[src/rtl/mdu_pkg.sv]
package mdu_pkg;
  typedef enum logic [2:0] {
    OP_MULU = 3'd0,
    OP_MULS = 3'd1,
    OP_DIVU = 3'd2,
    OP_DIVS = 3'd3,
    OP_REMU = 3'd4,
    OP_REMS = 3'd5
  } mdu_op_e;

  typedef enum logic [2:0] {
    ST_IDLE,
    ST_MUL_HI,
    ST_MUL_LO,
    ST_DIV,
    ST_FAULT
  } mdu_state_e;

  function automatic logic op_is_mul(input logic [2:0] op);
    return (op == OP_MULU) || (op == OP_MULS);
  endfunction

  function automatic logic op_is_rem(input logic [2:0] op);
    return (op == OP_REMU) || (op == OP_REMS);
  endfunction

  function automatic logic op_is_valid(input logic [2:0] op);
    return op <= OP_REMS;
  endfunction

  // signed variants are the odd codes
  function automatic logic op_is_signed(input logic [2:0] op);
    return op[0];
  endfunction
endpackage

[src/rtl/mdu_mul.sv]
module mdu_mul #(
  parameter int unsigned W = 16
) (
  input  logic [W-1:0]   a_i,
  input  logic [W-1:0]   b_i,
  input  logic           sgn_i,
  output logic [2*W-1:0] prod_o,
  output logic           ovf_o
);
  localparam int unsigned PW = 2 * W;

  logic [PW-1:0] a_ext, b_ext;

  always_comb begin
    a_ext  = {{W{sgn_i & a_i[W-1]}}, a_i};
    b_ext  = {{W{sgn_i & b_i[W-1]}}, b_i};
    // low 2W bits of the extended product are correct for both signednesses
    prod_o = a_ext * b_ext;
    if (sgn_i) ovf_o = prod_o[PW-1:W] != {W{prod_o[W-1]}};
    else       ovf_o = prod_o[PW-1:W] != '0;
  end
endmodule

[src/rtl/mdu_div.sv]
module mdu_div #(
  parameter int unsigned W = 16
) (
  input  logic         clk_i,
  input  logic         rst_ni,
  input  logic         start_i,
  input  logic [W-1:0] dvd_i,
  input  logic [W-1:0] dvs_i,
  output logic         busy_o,
  output logic         valid_o,
  output logic [W-1:0] quo_o,
  output logic [W-1:0] rem_o
);
  localparam int unsigned CW = $clog2(W + 1);
  localparam logic [CW-1:0] LAST = CW'(W - 1);

  logic [W-1:0]  rem_q, quo_q, dvs_q;
  logic [CW-1:0] cnt_q;
  logic          run_q, valid_q;
  logic [W:0]    shifted, trial;
  logic [W-1:0]  rem_nxt, quo_nxt;

  always_comb begin
    shifted = {rem_q, quo_q[W-1]};
    trial   = shifted - {1'b0, dvs_q};
    if (!trial[W]) begin
      rem_nxt = trial[W-1:0];
      quo_nxt = {quo_q[W-2:0], 1'b1};
    end else begin
      rem_nxt = shifted[W-1:0];
      quo_nxt = {quo_q[W-2:0], 1'b0};
    end
  end

  always_ff @(posedge clk_i or negedge rst_ni) begin
    if (!rst_ni) begin
      rem_q   <= '0;
      quo_q   <= '0;
      dvs_q   <= '0;
      cnt_q   <= '0;
      run_q   <= 1'b0;
      valid_q <= 1'b0;
    end else if (start_i) begin
      rem_q   <= '0;
      quo_q   <= dvd_i;
      dvs_q   <= dvs_i;
      cnt_q   <= '0;
      run_q   <= 1'b1;
      valid_q <= 1'b0;
    end else if (run_q) begin
      rem_q <= rem_nxt;
      quo_q <= quo_nxt;
      cnt_q <= cnt_q + 1'b1;
      if (cnt_q == LAST) begin
        run_q   <= 1'b0;
        valid_q <= 1'b1;
      end
    end else begin
      valid_q <= 1'b0;
    end
  end

  assign busy_o  = run_q;
  assign valid_o = valid_q;
  assign quo_o   = quo_q;
  assign rem_o   = rem_q;


  div_strobe_chk: assert property (@(posedge clk_i) disable iff (!rst_ni)
    (run_q && cnt_q == LAST && !start_i) |=> valid_o);

  div_pulse_chk: assert property (@(posedge clk_i) disable iff (!rst_ni)
    valid_o |=> !valid_o);
endmodule

[src/rtl/muldiv_unit.sv]
module muldiv_unit
  import mdu_pkg::*;
#(
  parameter int unsigned DATA_W = 16,
  parameter int unsigned RIDX_W = 3,
  parameter int unsigned HI_REG = 0
) (
  input  logic              clk_i,
  input  logic              rst_ni,
  input  logic              start_i,
  input  logic [2:0]        op_i,
  input  logic [DATA_W-1:0] a_i,
  input  logic [DATA_W-1:0] b_i,
  input  logic [RIDX_W-1:0] dst_i,
  output logic              busy_o,
  output logic              done_o,
  output logic              wr_en_o,
  output logic [RIDX_W-1:0] wr_idx_o,
  output logic [DATA_W-1:0] wr_data_o,
  output logic              flag_we_o,
  output logic              carry_o,
  output logic              zero_o,
  output logic              fault_o
);
  localparam int unsigned W  = DATA_W;
  localparam int unsigned PW = 2 * W;
  localparam logic [W-1:0]      S_MIN  = {1'b1, {(W-1){1'b0}}};
  localparam logic [RIDX_W-1:0] HI_IDX = RIDX_W'(HI_REG);

  mdu_state_e state_q;
  logic [RIDX_W-1:0] dst_q;
  logic [PW-1:0]     prod, prod_q;
  logic              ovf, ovf_q;
  logic              is_rem_q, qneg_q, rneg_q;

  logic is_mul, sgn, a_neg, b_neg, fault_now, start_ok, div_start;
  logic [W-1:0] mag_a, mag_b, quo, rem, res;
  logic div_busy, div_valid;

  always_comb begin
    is_mul    = op_is_mul(op_i);
    sgn       = op_is_signed(op_i);
    a_neg     = sgn & a_i[W-1];
    b_neg     = sgn & b_i[W-1];
    mag_a     = a_neg ? (~a_i + 1'b1) : a_i;
    mag_b     = b_neg ? (~b_i + 1'b1) : b_i;
    fault_now = !is_mul && ((b_i == '0) || (sgn && a_i == S_MIN && b_i == '1));
    start_ok  = start_i && (state_q == ST_IDLE) && op_is_valid(op_i);
    div_start = start_ok && !is_mul && !fault_now;
  end

  mdu_mul #(.W(W)) u_mul (
    .a_i    (a_i),
    .b_i    (b_i),
    .sgn_i  (sgn),
    .prod_o (prod),
    .ovf_o  (ovf)
  );

  mdu_div #(.W(W)) u_div (
    .clk_i   (clk_i),
    .rst_ni  (rst_ni),
    .start_i (div_start),
    .dvd_i   (mag_a),
    .dvs_i   (mag_b),
    .busy_o  (div_busy),
    .valid_o (div_valid),
    .quo_o   (quo),
    .rem_o   (rem)
  );

  always_ff @(posedge clk_i or negedge rst_ni) begin
    if (!rst_ni) begin
      state_q  <= ST_IDLE;
      dst_q    <= '0;
      prod_q   <= '0;
      ovf_q    <= 1'b0;
      is_rem_q <= 1'b0;
      qneg_q   <= 1'b0;
      rneg_q   <= 1'b0;
    end else begin
      unique case (state_q)
        ST_IDLE: if (start_ok) begin
          dst_q    <= dst_i;
          prod_q   <= prod;
          ovf_q    <= ovf;
          is_rem_q <= op_is_rem(op_i);
          qneg_q   <= a_neg ^ b_neg;
          rneg_q   <= a_neg;
          if (is_mul)         state_q <= ST_MUL_HI;
          else if (fault_now) state_q <= ST_FAULT;
          else                state_q <= ST_DIV;
        end
        ST_MUL_HI: state_q <= ST_MUL_LO;
        ST_DIV:    if (div_valid) state_q <= ST_IDLE;
        default:   state_q <= ST_IDLE;
      endcase
    end
  end

  always_comb begin
    if (is_rem_q) res = rneg_q ? (~rem + 1'b1) : rem;
    else          res = qneg_q ? (~quo + 1'b1) : quo;
  end

  always_comb begin
    busy_o    = state_q != ST_IDLE;
    done_o    = 1'b0;
    wr_en_o   = 1'b0;
    wr_idx_o  = dst_q;
    wr_data_o = '0;
    flag_we_o = 1'b0;
    carry_o   = 1'b0;
    zero_o    = 1'b0;
    fault_o   = 1'b0;
    unique case (state_q)
      ST_MUL_HI: begin
        wr_en_o   = 1'b1;
        wr_idx_o  = HI_IDX;
        wr_data_o = prod_q[PW-1:W];
      end
      ST_MUL_LO: begin
        wr_en_o   = 1'b1;
        wr_data_o = prod_q[W-1:0];
        done_o    = 1'b1;
        flag_we_o = 1'b1;
        carry_o   = ovf_q;
        zero_o    = prod_q[W-1:0] == '0;
      end
      ST_DIV: if (div_valid) begin
        wr_en_o   = 1'b1;
        wr_data_o = res;
        done_o    = 1'b1;
        flag_we_o = 1'b1;
        zero_o    = res == '0;
      end
      ST_FAULT: begin
        done_o    = 1'b1;
        flag_we_o = 1'b1;
        carry_o   = 1'b1;
        fault_o   = 1'b1;
      end
      default: ;
    endcase
  end


  mul_hi_first_chk: assert property (@(posedge clk_i) disable iff (!rst_ni)
    (start_i && !busy_o && (op_i == OP_MULU || op_i == OP_MULS))
      |=> (wr_en_o && !done_o && wr_idx_o == HI_IDX));

  mul_lo_follows_chk: assert property (@(posedge clk_i) disable iff (!rst_ni)
    (wr_en_o && !done_o) |=> (wr_en_o && done_o));

  div_zero_fault_chk: assert property (@(posedge clk_i) disable iff (!rst_ni)
    (start_i && !busy_o && op_is_valid(op_i) && !op_is_mul(op_i) && b_i == '0)
      |=> (fault_o && carry_o && !wr_en_o));

  fault_pulse_chk: assert property (@(posedge clk_i) disable iff (!rst_ni)
    fault_o |=> !fault_o);

  busy_hold_chk: assert property (@(posedge clk_i) disable iff (!rst_ni)
    (busy_o && !done_o) |=> busy_o);

  busy_drop_chk: assert property (@(posedge clk_i) disable iff (!rst_ni)
    done_o |=> !busy_o);

  div_core_idle_chk: assert property (@(posedge clk_i) disable iff (!rst_ni)
    (state_q == ST_IDLE) |-> !div_busy);
endmodule

[config.mk]
export PLATFORM = sky130hd
export DESIGN_NAME = muldiv_unit
export DESIGN_NICKNAME = d
export VERILOG_FILES = /design/src/rtl/mdu_pkg.sv /design/src/rtl/mdu_mul.sv /design/src/rtl/mdu_div.sv /design/src/rtl/muldiv_unit.sv
export SDC_FILE = /design/constraint.sdc
export NUM_CORES = 1
export LEC_CHECK = 0
export CORE_MARGIN = 3
export CORE_UTILIZATION = 35
export CTS_CLUSTER_DIAMETER = 100
export DETAILED_ROUTE_END_ITERATION = 12
export PLACE_DENSITY = 0.52
export SLEW_MARGIN = 10
export SYNTH_ARGS = -nofsm -noshare
export SYNTH_HDL_FRONTEND = slang
export SYNTH_SLANG_ARGS = --single-unit
[constraint.sdc]
create_clock -name clk_i -period 4.3 [get_ports clk_i]
set_input_delay 0.86 -clock clk_i [delete_from_list [all_inputs] [get_ports clk_i]]
set_output_delay 0.86 -clock clk_i [all_outputs]
set_load 0.02 [all_outputs]
==> reports/metrics.csv, run 1 <==
metric;value;unit
critical path endpoint category;register;
Synth top area share;32.3;%
crit share post-route;159;%
global route overflow;0;
Port Buffers;66;
Hold Path Depth;2;
crit path buf inv count;8;
unrepaired setup endpoints after global routing;true;
top cell family by delay on the critical path;adder cells;
worst setup path category;input pin to register;
Hold-fix buffers, CTS;0;
CTS tree;built;
multi-input logic area;14800;um2
gpl congestion;0.861;
routing usage on met2;41.1;%
HPWL after DPL;45100;um
Synth Area in Adders;39.9;%
ys async rst share;100;%
Slew Limit Fails;0;
Worst setup SP type;input pin;
Area contributors post-synth;fa_1, dfrtp_1, ha_1, inv_1, nand2_1;
Critical Path Most Common Cell;fa_1;
storage element area;2430;um2
clock tree sinks;97;
syn avg cell area;8.70;um2
site row count;81;
Antenna diodes;0;
Worst slew margin;23.0;%
Data required, critical path;4.55;ns
Hold Path Class;register to register;
status;complete, but fails checks;
crit path max fanout;5;
nets;2807;
final number of hold-violating endpoints;0;
complex-gate fraction of the synthesized area;11.1;%
largest family of logic cells by synthesized area;adder cells;
main flop type after synthesis;dfrtp_1;
Core ar.;49200;um2
Synth Instances;2013;
DRC errors left;0;
Max Freq;0.146;GHz
initial antenna violation count;1;
post-layout min period;6.83;ns
# IOs;67;
DR iter-0 viols;908;
GR peak layer;met2;
Commonest cells post-synth;inv_1, fa_1, nand2_1;
FF+latch count, synth;97;
Tot GR Track Use;22.4;%
Reg-to-Reg End;u_div.rem_o[1];
first-pass GRT wire length;92500;um
Max stage delay on crit path;0.55;ns
Yosys Warn Count;0;
Crit-path slowest cell;fa_1;
htree depth;3;
reg2reg setup slack;0.50;ns
area grow syn2layout;38.6;%
max cap viols;0;
Setup violations, final;28;
Clock Pin Slew Worst Setup and Hold Paths;0.08;ns
die footprint;52800;um2
critical path startpoint;a_i[12];
largest net degree at the start of global routing;57;
filler cell count;4591;
ANT nets after route;0;
reg2reg start;u_div.quo_o[15];
Synth area leader;fa_1;
most frequent cell after synthesis;inv_1;
CTS buffer count;9;
worst setup margin;-2.53;ns
worst-margin pin slew;1.15;ns
Post-synth EDFFs;0;
count of different cell masters after synthesis;72;
die width;230;um
Hold Path End;dst_q[2];
post-route insts no fill;3047;
sequential share of the synthesized area;13.9;%
layout cells sized above 1;31.4;%
post-synthesis mux area share;2.64;%
M1 GR Usage;28.8;%
Clk Latency, worst-skew pair;0.36;ns
hold path startpoint;dst_q[2];
drt pass-1 iters;5;
FF-to-FF path depth;14;
Simple-Gate Fraction of Synth Area;17.2;%
Mapped Area;17500;um2
CTS max path bufs;2;
CP arrival;7.08;ns
clock root buffer;clkbuf_16;
met3 Resource Use GR;1.99;%
Die H;230;um
drt wl/cell;19.3;um
violated checks;setup timing;
vias;15300;
Synth Area in XOR/XNOR;5.35;%
Placed Cells;2911;
via/cell ratio;5.02;
Fin Clk Skew;0.0180;ns
Post-Syn Nets;2442;
initial core utilization;35.6;%
final wirelength;58700;um
vias in the first global route;16600;
## per-layer routing
metal  vias to the layer above  wire length [um]
met3                        76              2180
met4                         0              1220
met1                      7799             24900
li1                       7104                 -
met5                         -                 0
met2                       325             30500
## through the flow
| step | setup TNS [ns] | area (um2) | util, % | worst slack (ns) | hold slack (ns) |
|---|---|---|---|---|---|
| finish | -41.07 | 24300 | 49.4 | -2.53 | 0.474 |
| CTS | -40.11 | 23500 | 47.8 | -2.55 | 0.479 |
| floorplan | -37.10 | 18500 | - | -2.66 | 0.438 |
| global placement | -62.21 | 21400 | 43.5 | -3.33 | 0.452 |
| detailed placement | -62.41 | 21400 | 43.5 | -3.40 | 0.458 |
| global route | -45.19 | 24300 | 49.4 | -2.72 | 0.522 |
## tightest hold or removal path, cell delays in order (launching register included)
cell     delay, ns
dfrtp_1       0.34
nand2_1       0.05
nand2_1       0.06
## cells in the final DEF, fill, tap and decap left out, types with 30 or more instances in the layout
cell       n
fa_2      35
nand2_1  223
nor2_1    79
and2_1    93
buf_4    268
a21oi_1   31
xor2_1    30
inv_2     44
buf_12    34
o21ai_0   75
xnor2_1   62
fa_1     248
ha_1      72
inv_1    305
mux2i_1   34
buf_6     86
dfrtp_1   96
## registers in the layout (all words and copies together) (netlist names), 3 cells and up
signal,count
u_div.cnt_q,5
state_q,3
u_div.quo_o,16
prod_q,32
u_div.dvs_q,16
u_div.rem_o,16
dst_q,3
## worst max path at each step
stage	to	slack, ns	cells after the start
floorplan	ovf_q	-2.66	24
global placement	ovf_q	-3.33	24
detailed placement	ovf_q	-3.40	24
CTS	ovf_q	-2.55	24
global route	ovf_q	-2.72	26
finish	ovf_q	-2.53	26
## final cells by class
type	count	area share (%)
Clock buffer	9	0.928
Inverter	351	5.44
Timing Repair Buffer	465	19.0
Tap cell	664	3.42
Sequential cell	97	10.0
Multi-Input combinational cell	1454	60.9
Clock inverter	7	0.335
## logic make-up after synthesis
family	after synthesis
AOI/OAI and AO/OA	292
and+or+nand+nor	621
buffers and inverters	462
xor gates and xnor gates	107
adders and majority gates	389
muxes	45
DFF	97
## repair_timing
action,CTS,global route
setup endpoints to repair,33,33
buffers inserted,84,47
endpoints found under the hold margin,0,0
gates cloned,8,1
pin swaps,132,119
resized for setup,363,198
Power of run 1 is left out: the tool's default activity adds up to more than one toggle a clock period on the data nets, which glitch-free logic cannot reach.
==> run 2, diff against run 1 <==
--- a/config.mk
+++ b/config.mk
@@ -5,11 +5,14 @@
 export SDC_FILE = /design/constraint.sdc
 export NUM_CORES = 1
 export LEC_CHECK = 0
+export CELL_PAD_IN_SITES_DETAIL_PLACEMENT = 0
+export CELL_PAD_IN_SITES_GLOBAL_PLACEMENT = 1
 export CORE_MARGIN = 3
 export CORE_UTILIZATION = 35
 export CTS_CLUSTER_DIAMETER = 100
 export DETAILED_ROUTE_END_ITERATION = 12
-export PLACE_DENSITY = 0.52
+export GPL_TIMING_DRIVEN = 0
+export PLACE_DENSITY = 0.63
 export SLEW_MARGIN = 10
 export SYNTH_ARGS = -nofsm -noshare
 export SYNTH_HDL_FRONTEND = slang
==> run 2 against run 1 <==
The flow still finishes with violations (setup timing); die area is the same; sequential share of layout area increased by 0.56 points; count of clock-buffer cells in the layout stayed put; non-clock buffer count shrank 123; final area shrank 5.2%; critical path type unchanged.
==> reports/metrics.csv, run 2 (synthesis results as in run 1) <==
metric;value;unit;change
htree depth;3;;unchanged
Port Buffers;61;;-7.6%
Fin Clk Skew;0.0185;ns;+0.000478 ns
crit path max fanout;6;;+1
nets;2684;;-4.4%
CP arrival;7.28;ns;+0.20 ns
die footprint;52800;um2;unchanged
Core ar.;49200;um2;unchanged
Clk Latency, worst-skew pair;0.36;ns;about the same
site row count;81;;unchanged
filler cell count;4744;;+3.3%
drt pass-1 iters;5;;unchanged
worst-margin pin slew;1.20;ns;+0.0482 ns
global route overflow;0;;unchanged
gpl congestion;0.873;;+1.3%
reg2reg setup slack;0.35;ns;-0.15 ns
first-pass GRT wire length;98300;um;+6.3%
vias in the first global route;16400;;-1.4%
Crit-path slowest cell;fa_1;;
violated checks;setup timing;;
drt wl/cell;21.8;um;+13%
Max stage delay on crit path;0.58;ns;+0.03 ns
CTS tree;built;;
Clock Pin Slew Worst Setup and Hold Paths;0.09;ns;about the same
clock tree sinks;97;;unchanged
storage element area;2430;um2;+0.10%
top cell family by delay on the critical path;adder cells;;
clock root buffer;clkbuf_16;;
worst setup margin;-2.73;ns;-0.197 ns
status;complete, but fails checks;;
commonest non-fill, non-tap cell in the layout;inv_1;;
initial antenna violation count;1;;unchanged
vias;15100;;-1.3%
final number of hold-violating endpoints;0;;unchanged
Max Freq;0.142;GHz;-2.8%
Slew Limit Fails;0;;unchanged
via/cell ratio;5.17;;+2.9%
CTS buffer count;9;;unchanged
layout cells sized above 1;24.1;%;-7.3 points
# IOs;67;;unchanged
Worst setup SP type;input pin;;
Hold-fix buffers, CTS;0;;unchanged
Setup violations, final;25;;-11%
HPWL after DPL;48100;um;+6.8%
Critical Path Most Common Cell;fa_1;;
most flop-heavy register;prod_q;;
Tot GR Track Use;24.6;%;+2.2 points
final wirelength;63700;um;+8.4%
initial core utilization;35.6;%;unchanged
Worst slew margin;19.8;%;-3.2 points
die width;230;um;unchanged
max cap viols;0;;unchanged
unrepaired setup endpoints after global routing;true;;
Die H;230;um;unchanged
crit share post-route;163;%;+4.6 points
worst setup path category;input pin to register;;
Hold Path Class;input pin to async pin;;
crit path buf inv count;6;;-2
Largest register FFs;32;;unchanged
leading cell types in the layout, fill and taps excluded;inv_1, fa_1, nand2_1, buf_4, and2_1;;
multi-input logic area;14500;um2;-2.1%
Antenna diodes;0;;unchanged
largest net degree at the start of global routing;53;;-7.0%
Cell Chain, Critical Path;buf_12 > buf_12 > and2_4 > fa_1 > inv_2 > fa_1 > fa_1 > fa_1 > inv_2 > fa_1 > inv_2 > fa_1 > inv_2 > ha_4 > and3_4 > nand2_4 > a211oi_4 > o31ai_4 > a2111oi_4 > nor4_4 > nor3_4 > nand4_1 > or4_1 > o221a_1;;
ANT nets after route;0;;unchanged
area grow syn2layout;31.5;%;
design area;23000;um2;-5.2%
DR iter-0 viols;966;;+6.4%
Data required, critical path;4.55;ns;about the same
CTS max path bufs;2;;unchanged
post-layout min period;7.03;ns;+0.197 ns
Placement Cell Area;20000;um2;-6.3%
critical path endpoint category;register;;
DRC errors left;0;;unchanged
run 2: cell count changes in the layout (fill, tap and decap cells not counted), sizes merged:
cell and change:
buf -196, clkbuf +79, dlygate4sd2 -6, dlymetal6s2s +3, clkdlybuf4s50 -2, bufbuf -1
run 2: stage by stage:
step	std cells	hold slack (ns)	util, %	setup TNS [ns]	worst slack, ns
finish	2924	0.410	46.8	-41.17	-2.73
global route	2924	0.440	46.8	-45.57	-2.89
CTS	2908	0.421	46.1	-40.97	-2.66
detailed placement	2739	0.457	40.7	-102.48	-4.41
global placement	2738	0.451	40.7	-254.16	-4.35
floorplan	2013	0.438	-	-37.10	-2.66
run 2: worst reg2reg max path, delay by kind of cell, from the launching register on:
kind | cells | cell delay [ns]
AO/OA/AOI/OAI | 7 | 1.69
adder cells (fa/ha/maj) | 2 | 0.57
buffers and inverters | 4 | 0.53
AND/OR/NAND/NOR | 1 | 0.52
flip-flops | 1 | 0.43
multiplexers | 1 | 0.13
run 2: layout make-up:
cell class	instances	area share [%]
clock buffer	9	0.978
sequential	97	10.6
buffer	94	5.54
timing repair buffer	248	10.3
inverter	351	5.75
tap	664	3.61
multi-input combinational	1454	62.9
clock inverter	7	0.353
run 2: path summary, 6_finish.rpt:
| check | from | end | cells past startpoint |
|---|---|---|---|
| worst min register to register | dst_q[2] | dst_q[2] | 2 |
| min in group clk_i | dst_q[2] | dst_q[2] | 2 |
| worst min-delay path | rst_ni | u_div.cnt_q[3] | 1 |
| max in group asynchronous | rst_ni | u_div.rem_o[5] | 2 |
| worst max register to register | u_div.quo_o[15] | u_div.rem_o[6] | 15 |
| worst max-delay path | a_i[6] | ovf_q | 24 |
run 2: repair_timing:
action | in CTS | in global routing
cloned | 5 | 1
hold endpoints to repair | 0 | 0
endpoints found under the setup margin | 83 | 34
pin swaps | 114 | 85
resized for setup | 424 | 103
setup buffers | 155 | 30
run 2: per-layer routing:
metal	global-route usage [%]	vias up	wire [um]
met5	0	-	0
met4	7.81	0	2430
met3	3.69	114	3540
met2	43.6	427	31600
met1	31.0	7721	26100
li1	-	6849	-
Power of run 2 is left out for the same reason.
==> run 3, diff against run 2 <==
--- a/config.mk
+++ b/config.mk
@@ -11,8 +11,9 @@
 export CORE_UTILIZATION = 35
 export CTS_CLUSTER_DIAMETER = 100
 export DETAILED_ROUTE_END_ITERATION = 12
+export DONT_BUFFER_PORTS = 1
 export GPL_TIMING_DRIVEN = 0
-export PLACE_DENSITY = 0.63
+export PLACE_DENSITY = 0.61
 export SLEW_MARGIN = 10
 export SYNTH_ARGS = -nofsm -noshare
 export SYNTH_HDL_FRONTEND = slang
==> constraint.sdc (replaced) <==
create_clock -name clk_i -period 7.05 [get_ports clk_i]
set_input_delay 1.41 -clock clk_i [delete_from_list [all_inputs] [get_ports clk_i]]
set_output_delay 1.41 -clock clk_i [all_outputs]
set_load 0.02 [all_outputs]
==> run 3 against run 2 <==
The flow still finishes with violations (setup timing); first-iteration DRC count is 26% lower; register-to-register slack better by 2.8 ns; core utilization down 4.6 points; hold slack better by 0.057 ns; count of clock-buffer cells in the layout grew 1; worst setup slack improved by 2.2 ns.
==> reports/metrics.csv, run 3 (synthesis results as in run 1) <==
metric;value;unit;change
Core ar.;49200;um2;unchanged
initial antenna violation count;1;;unchanged
most flop-heavy register;prod_q;;
first-pass GRT wire length;88800;um;-9.7%
worst-margin pin slew;1.10;ns;-0.104 ns
Worst slew margin;26.8;%;+7.0 points
worst setup margin;-0.513;ns;+2.22 ns
final number of hold-violating endpoints;0;;unchanged
CP arrival;7.80;ns;+0.52 ns
Port Buffers;0;;-100%
clock root buffer;clkbuf_16;;
CTS buffer count;9;;unchanged
Fin Clk Skew;0.00589;ns;-0.0126 ns
die width;230;um;unchanged
clock tree sinks;97;;unchanged
Tot GR Track Use;21.9;%;-2.7 points
critical path endpoint category;register;;
reg2reg start;u_div.quo_o[15];;
Antenna diodes;0;;unchanged
gpl congestion;0.879;;+0.71%
Max Freq;0.132;GHz;
Critical Path Most Common Cell;fa_1;;
layout cells sized above 1;12.9;%;-11 points
post-layout min period;7.56;ns;
violated checks;setup timing;;
initial core utilization;35.6;%;unchanged
htree depth;3;;unchanged
ANT nets after route;0;;unchanged
DR iter-0 viols;719;;-26%
largest net degree at the start of global routing;98;;+85%
status;complete, but fails checks;;
CTS tree;built;;
Hold Path Class;register to register;;
reg2reg setup slack;3.19;ns;+2.84 ns
drt pass-1 iters;7;;+2
critical path startpoint;b_i[9];;
Reg-to-Reg End;u_div.rem_o[7];;
crit path max fanout;10;;+4
Largest register FFs;32;;unchanged
max cap viols;0;;unchanged
Worst setup SP type;input pin;;
CP endpoint;ovf_q;;
DRC errors left;0;;unchanged
via/cell ratio;5.01;;-3.2%
final wirelength;56500;um;-11%
vias;13800;;-8.4%
area grow syn2layout;18.4;%;
Slew Limit Fails;0;;unchanged
nets;2526;;-5.9%
Max stage delay on crit path;0.62;ns;+0.04 ns
crit share post-route;107;%;
# IOs;67;;unchanged
Die H;230;um;unchanged
HPWL after DPL;46300;um;-3.9%
Clk Latency, worst-skew pair;0.35;ns;about the same
global route overflow;0;;unchanged
Placed Cells;2677;;-2.3%
drt wl/cell;20.4;um;-6.2%
leading cell types in the layout, fill and taps excluded;inv_1, fa_1, nand2_1, and2_1, dfrtp_1;;
vias in the first global route;14700;;-10%
post-route insts no fill;2765;;-5.4%
Data required, critical path;7.29;ns;+2.74 ns
unrepaired setup endpoints after global routing;true;;
FF-to-FF path depth;15;;unchanged
commonest non-fill, non-tap cell in the layout;inv_1;;
die footprint;52800;um2;unchanged
site row count;81;;unchanged
Clock Pin Slew Worst Setup and Hold Paths;0.07;ns;-0.02 ns
Hold-fix buffers, CTS;0;;unchanged
Cell Chain, Critical Path;clkbuf_8 > buf_8 > nand2_1 > fa_1 > inv_1 > fa_1 > fa_1 > fa_1 > fa_1 > inv_2 > fa_1 > inv_2 > ha_4 > buf_6 > buf_6 > a21o_1 > a21oi_2 > o21ai_1 > a21o_1 > buf_4 > a21oi_2 > xnor2_1 > or4_4 > o221a_1;;
Crit-path slowest cell;fa_1;;
worst setup path category;input pin to register;;
Setup violations, final;4;;-84%
CTS max path bufs;2;;unchanged
-- run 3: layout make-up --
| cell class | count | area, um2 |
|---|---|---|
| fillers | 4987 | 28400 |
| multi-input cells | 1454 | 13900 |
| flip-flops and latches | 97 | 2430 |
| inverters | 351 | 1330 |
| plain buffers | 103 | 1260 |
| well taps | 664 | 831 |
| repair buffers | 81 | 696 |
| clock buffers | 10 | 229 |
| clock inverters | 5 | 63.8 |
-- run 3: how the worst min path moves through the flow --
stage / from / to / depth (start not counted)
5_1_grt: dst_q[2] / dst_q[2] / 2
3_5_place_dp: dst_q[1] / dst_q[1] / 2
6_report: dst_q[1] / dst_q[1] / 2
3_3_place_gp: dst_q[0] / dst_q[0] / 2
2_1_floorplan: dst_q[0] / dst_q[0] / 2
4_1_cts: dst_q[1] / dst_q[1] / 2
-- run 3: per-stage QoR --
step,TNS (ns),util [%],hold WS [ns],setup WS [ns],instance area [um2]
final,-0.726,42.2,0.467,-0.513,20700
after global routing,-1.74,42.2,0.510,-0.715,20700
after CTS,-0.953,41.6,0.471,-0.582,20500
after detailed placement,-24.42,37.7,0.455,-2.39,18500
after global placement,-23.43,37.7,0.450,-2.35,18500
after floorplan,-0.488,-,0.438,-0.488,17700
-- run 3: critical path, delay by kind of cell --
family | cells | cell delay, ns
and+or+nand+nor | 2 | 0.69
buffers and inverters | 8 | 0.85
xor gates and xnor gates | 1 | 0.29
AOI/OAI and AO/OA | 6 | 1.12
adders and majority gates | 7 | 3.42
-- run 3: what timing repair did --
action,4_1_cts,5_1_grt
resized for setup,216,49
setup endpoints to repair,18,10
cloned,5,0
buffers inserted,62,16
pin swaps,54,49
hold endpoints to repair,0,0
-- run 3: routing by layer --
metal | global-route usage, % | share of wire, % | vias up
met5 | 0 | 0 | -
met4 | 4.75 | 1.9 | 0
met3 | 2.12 | 4.2 | 55
met2 | 37.2 | 48 | 271
met1 | 30.4 | 46 | 6982
li1 | - | - | 6531
Power of run 3 is left out for the same reason.
